==> src/rtl/wdt_refresh.sv <==
module wdt_refresh #(
  parameter int PERIOD_TICKS = 2
) (
  input  logic       clk,
  input  logic       por_n,
  input  logic       rst_n,
  input  logic       tick,
  input  logic       wr_en,
  input  logic [2:0] wr_data,
  output logic [2:0] rd_data,
  output logic       wdt_rst
);
  localparam int CW = (PERIOD_TICKS > 1) ? $clog2(PERIOD_TICKS) : 1;
  localparam logic [CW-1:0] LAST = CW'(PERIOD_TICKS - 1);

  logic [CW-1:0] cnt;
  logic arm, kick, pend, cause;

  wire sys_n    = rst_n & por_n;
  wire boundary = tick && (cnt == LAST);
  wire arm_nx   = arm | (wr_en & wr_data[0]);
  wire kick_wr  = wr_en & wr_data[1];
  wire kick_nx  = kick | kick_wr;
  wire expire   = arm_nx && !kick_nx && (boundary || pend);

  always_ff @(posedge clk or negedge sys_n)
    if (!sys_n)    cnt <= '0;
    else if (tick) cnt <= boundary ? '0 : cnt + 1'b1;

  always_ff @(posedge clk or negedge sys_n)
    if (!sys_n) arm <= 1'b0;
    else        arm <= arm_nx;

  always_ff @(posedge clk or negedge sys_n)
    if (!sys_n)       kick <= 1'b0;
    else if (boundary) kick <= 1'b0;
    else if (kick_wr)  kick <= 1'b1;

  always_ff @(posedge clk or negedge sys_n)
    if (!sys_n)                    pend <= 1'b0;
    else if (kick_wr)              pend <= 1'b0;
    else if (boundary && !kick_nx) pend <= 1'b1;

  always_ff @(posedge clk or negedge sys_n)
    if (!sys_n)      wdt_rst <= 1'b0;
    else if (expire) wdt_rst <= 1'b1;

  always_ff @(posedge clk or negedge por_n)
    if (!por_n)                      cause <= 1'b0;
    else if (expire)                 cause <= 1'b1;
    else if (wr_en && !wr_data[2])   cause <= 1'b0;

  assign rd_data = {cause, kick, arm};

  AST_ARM_STICKY: assert property (@(posedge clk) disable iff (!sys_n)
    arm |=> arm);
  AST_FIRE_NEEDS_ARM: assert property (@(posedge clk) disable iff (!sys_n)
    $rose(wdt_rst) |-> arm);
  AST_KICK_BLOCKS: assert property (@(posedge clk) disable iff (!sys_n)
    (kick && !wdt_rst) |=> !wdt_rst);
  AST_RST_HOLD: assert property (@(posedge clk) disable iff (!sys_n)
    wdt_rst |=> wdt_rst);
  AST_CAUSE_ON_FIRE: assert property (@(posedge clk) disable iff (!sys_n)
    $rose(wdt_rst) |-> cause);
endmodule

==> config.mk <==
export PLATFORM = sky130hd
export DESIGN_NAME = wdt_refresh
export DESIGN_NICKNAME = d
export VERILOG_FILES = /design/src/rtl/wdt_refresh.sv
export SDC_FILE = /design/constraint.sdc
export NUM_CORES = 1
export LEC_CHECK = 0
export BUFFER_PORTS_ARGS = -buffer_cell sky130_fd_sc_hd__buf_2
export CAP_MARGIN = 15
export CELL_PAD_IN_SITES_DETAIL_PLACEMENT = 0
export CELL_PAD_IN_SITES_GLOBAL_PLACEMENT = 1
export CORE_AREA = 2 2 39 41
export CTS_BUF_LIST = sky130_fd_sc_hd__clkbuf_8 sky130_fd_sc_hd__clkbuf_16
export CTS_CLUSTER_SIZE = 20
export DETAILED_ROUTE_END_ITERATION = 6
export DIE_AREA = 0 0 41 43
export PLACE_DENSITY = 0.53
export SLEW_MARGIN = 0
export SYNTH_ARGS = -nofsm -noshare
export SYNTH_HDL_FRONTEND = slang
export SYNTH_SLANG_ARGS = --single-unit
export TNS_END_PERCENT = 100
==> constraint.sdc <==
create_clock -name clk -period 2.43 [get_ports clk]
set_clock_uncertainty 0.2 [all_clocks]
set_input_delay 0.486 -clock clk [delete_from_list [all_inputs] [get_ports clk]]
set_output_delay 0.486 -clock clk [all_outputs]
set_load 0.1 [all_outputs]
==> impl_metrics.py <==
metrics = {
    "timing": {
        "max_freq_mhz": 593,
        "rsz0062_at_grt": "no",
        "setup_viol": 0,
        "period_share_pct": 69.4,
        "finalHoldViolCount": 0,
        "tns_ps": 0,
        "slew_violations": 0,
        "min_period_ps": 1690,
        "relSlewSlack_pct": 67.8,
        "tightest_slew_ps": 486,
        "layout_setup_ws_ps": 743,
    },
    "yosys": {
        "syn-cell-area_um2": 287,
        "synth_top_cell_by_area": "dfrtp_1",
        "synth-edff-count": 0,
        "yosysMostFrequentCell": "dfrtp_1",
        "ys_ff_latch": 6,
        "synth_commonest_cells": "6 x dfrtp_1, 3 x buf_4, 3 x inv_1",
        "ys_seq_area_share_pct": 52.4,
        "ys_warn_count": 0,
        "syn-num-nets": 31,
        "synth_cell_types": 13,
        "syn_inst": 23,
        "async_flop_share_pct": 100,
        "ys.flop_type": "dfrtp_1",
        "syn_avg_cell_area_um2": 12.5,
        "synth_top_area_share_pct": 52.4,
        "synthTopCellsByArea": "dfrtp_1 52%, buf_4 7.9%, a21oi_2 6.1%, o32ai_2 5.7%, o31ai_2 4.4%",
    },
    "cts": {
        "cts_buffers": 3,
        "clockBufferDepth": 2,
        "post_cts_buffers": 0,
        "postCtsResizedCells": 0,
        "root_buffer": "clkbuf_8",
        "cts.htree.levels": 1,
        "insertion_delay_ps": 220,
        "clock-sinks": 6,
        "clk_pin_slew_ps": 40,
        "cts_tree": "built",
    },
    "place": {
        "hpwl_um": 412,
        "gp_congestion": 0.643,
        "port_buffers": 11,
        "dp_cells": 47,
        "place_ws_ps": 976,
    },
    "power_and_ir_drop": {
        "swShare_pct": 43.6,
        "sequentialPowerShare_pct": 30.3,
        "p_leak_nw": 0.189,
        "ir_drop_mv": 0.403,
        "p_sw_mw": 0.224,
        "clockPowerShare_pct": 29.6,
        "power_density_nw_per_um2": 1310,
        "power.internal_mw": 0.289,
        "combPwrFrac_pct": 40.1,
        "p_total_mw": 0.513,
    },
    "layout": {
        "antenna_cells_inserted": 0,
        "nets": 45,
        "area_growth_pct": 36.2,
        "instances_no_fill": 51,
        "layout.area.seq_um2": 150,
        "multi_input_area_um2": 103,
        "drive_above_1_share_pct": 54.3,
        "fillers": 150,
    },
    "global_route": {
        "grtUsageMet1_pct": 7.21,
        "grt_pass1_vias": 206,
        "grt_usage_pct": 7.88,
        "grt_use_met3_pct": 3.14,
        "grt_antenna_before_repair": 0,
        "met2_usage_pct": 10.9,
        "overflow": 0,
        "grt_first_pass_wirelength_um": 814,
        "grt_max_degree": 6,
        "top_usage_layer": "met2",
    },
    "die": {
        "core_um2": 1380,
        "num_rows": 14,
        "die_h_um": 43,
        "fp.dieArea_um2": 1760,
        "io_pins": 12,
        "start_util_pct": 20.7,
        "die_w_um": 41,
    },
    "drt": {
        "wirelength_um": 517,
        "vias": 204,
        "drc": 0,
        "routedWlPerCell_um": 10.1,
        "drt-initial-drc-count": 1,
        "dr.pass1.iters": 4,
        "postRouteAntennaNets": 0,
        "vias_per_cell": 4.00,
    },
    "setup_path": {
        "critPathLaunch": "kick$_DFFE_PN0P_",
        "crit_type": "reg -> out",
        "arrival_ps": 1000,
        "startpoint_type": "flop",
        "crit_family": "buffers and inverters",
        "path_buf_inv": 1,
        "cp_max_fo": 3,
        "cp_slowest_cell": "buf_2",
        "r2r_end": "cause$_DFFE_PN0P_",
        "timing.rr.start": "kick$_DFFE_PN0P_",
        "worst-r2r-cell-count": 2,
        "worst_setup_path_end_kind": "primary output",
        "slowest_delay_ps": 430,
        "crit_chain": "buf_2",
        "r2r_slack_ps": 1350,
        "worstPathRequired_ps": 1740,
    },
    "outcome": {
        "outcome": "completed",
    },
    "run": {
        "maxCapViolCount": 0,
    },
    "hold_path": {
        "hold_path_class": "in -> async",
    },
}
-- metrics by stage --
step	area [µm²]	util [%]	hold WS, ps
floorplan	287	-	-9.59
global placement	339	24.5	65.5
detailed placement	339	24.5	66.7
CTS	390	28.2	21.9
global route	390	28.2	40.6
finish	390	28.2	22.0
-- state kept, by name, summed over array words and instances, names as in the netlist --
signal   flops
cnt          1
kick         1
cause        1
wdt_rst      1
arm          1
pend         1
-- power by group through the flow --
stage	registers, mW	clock network (mW)	logic, mW
2_1_floorplan	0.153	0	0.197
3_3_place_gp	0.156	0	0.205
3_5_place_dp	0.157	0	0.207
4_1_cts	0.156	0.157	0.209
5_1_grt	0.160	0.161	0.215
6_report	0.156	0.152	0.206
-- cell type report --
cell class                      instances  area share, %
Tap cell                               16           5.13
Multi-Input combinational cell         11           26.3
Clock buffer                            3           10.6
Sequential cell                         6           38.5
Timing Repair Buffer                   12           16.7
Inverter                                3           2.88
-- cell usage in the layout, fill, tap and decap left out, types with 2 or more instances in the layout --
cell and instances:
dfrtp_1 6, clkbuf_8 3, inv_1 3, buf_2 11, a21oi_2 2
-- how the worst max path moves through the flow --
stage | slack, ps | end | depth (start not counted)
finish | 740 | rd_data[1] | 1
global route | 710 | rd_data[1] | 1
CTS | 730 | rd_data[1] | 1
detailed placement | 980 | rd_data[1] | 1
global placement | 990 | rd_data[1] | 1
floorplan | 850 | wdt_rst | 0
-- metal layers --
| metal | vias to the layer above | share of wire [%] |
|---|---|---|
| met5 | - | 0 |
| met3 | 0 | 7.9 |
| met4 | 0 | 0 |
| li1 | 99 | - |
| met1 | 101 | 35 |
| met2 | 4 | 57 |
-- what timing repair did --
action / CTS / global route
endpoints found under the setup margin: 0 / 0
endpoints found under the hold margin: 1 / 0
hold buffers: 1 / 0
-- cells by family after synthesis --
logic type	count (synthesis)	share of synthesized area (%)
simple gates	3	8.30
flops	6	52.4
buf+inv	6	11.8
xor+xnor	1	3.06
compound gates	7	24.5
No activity file was read; power rests on OpenSTA's default activity.
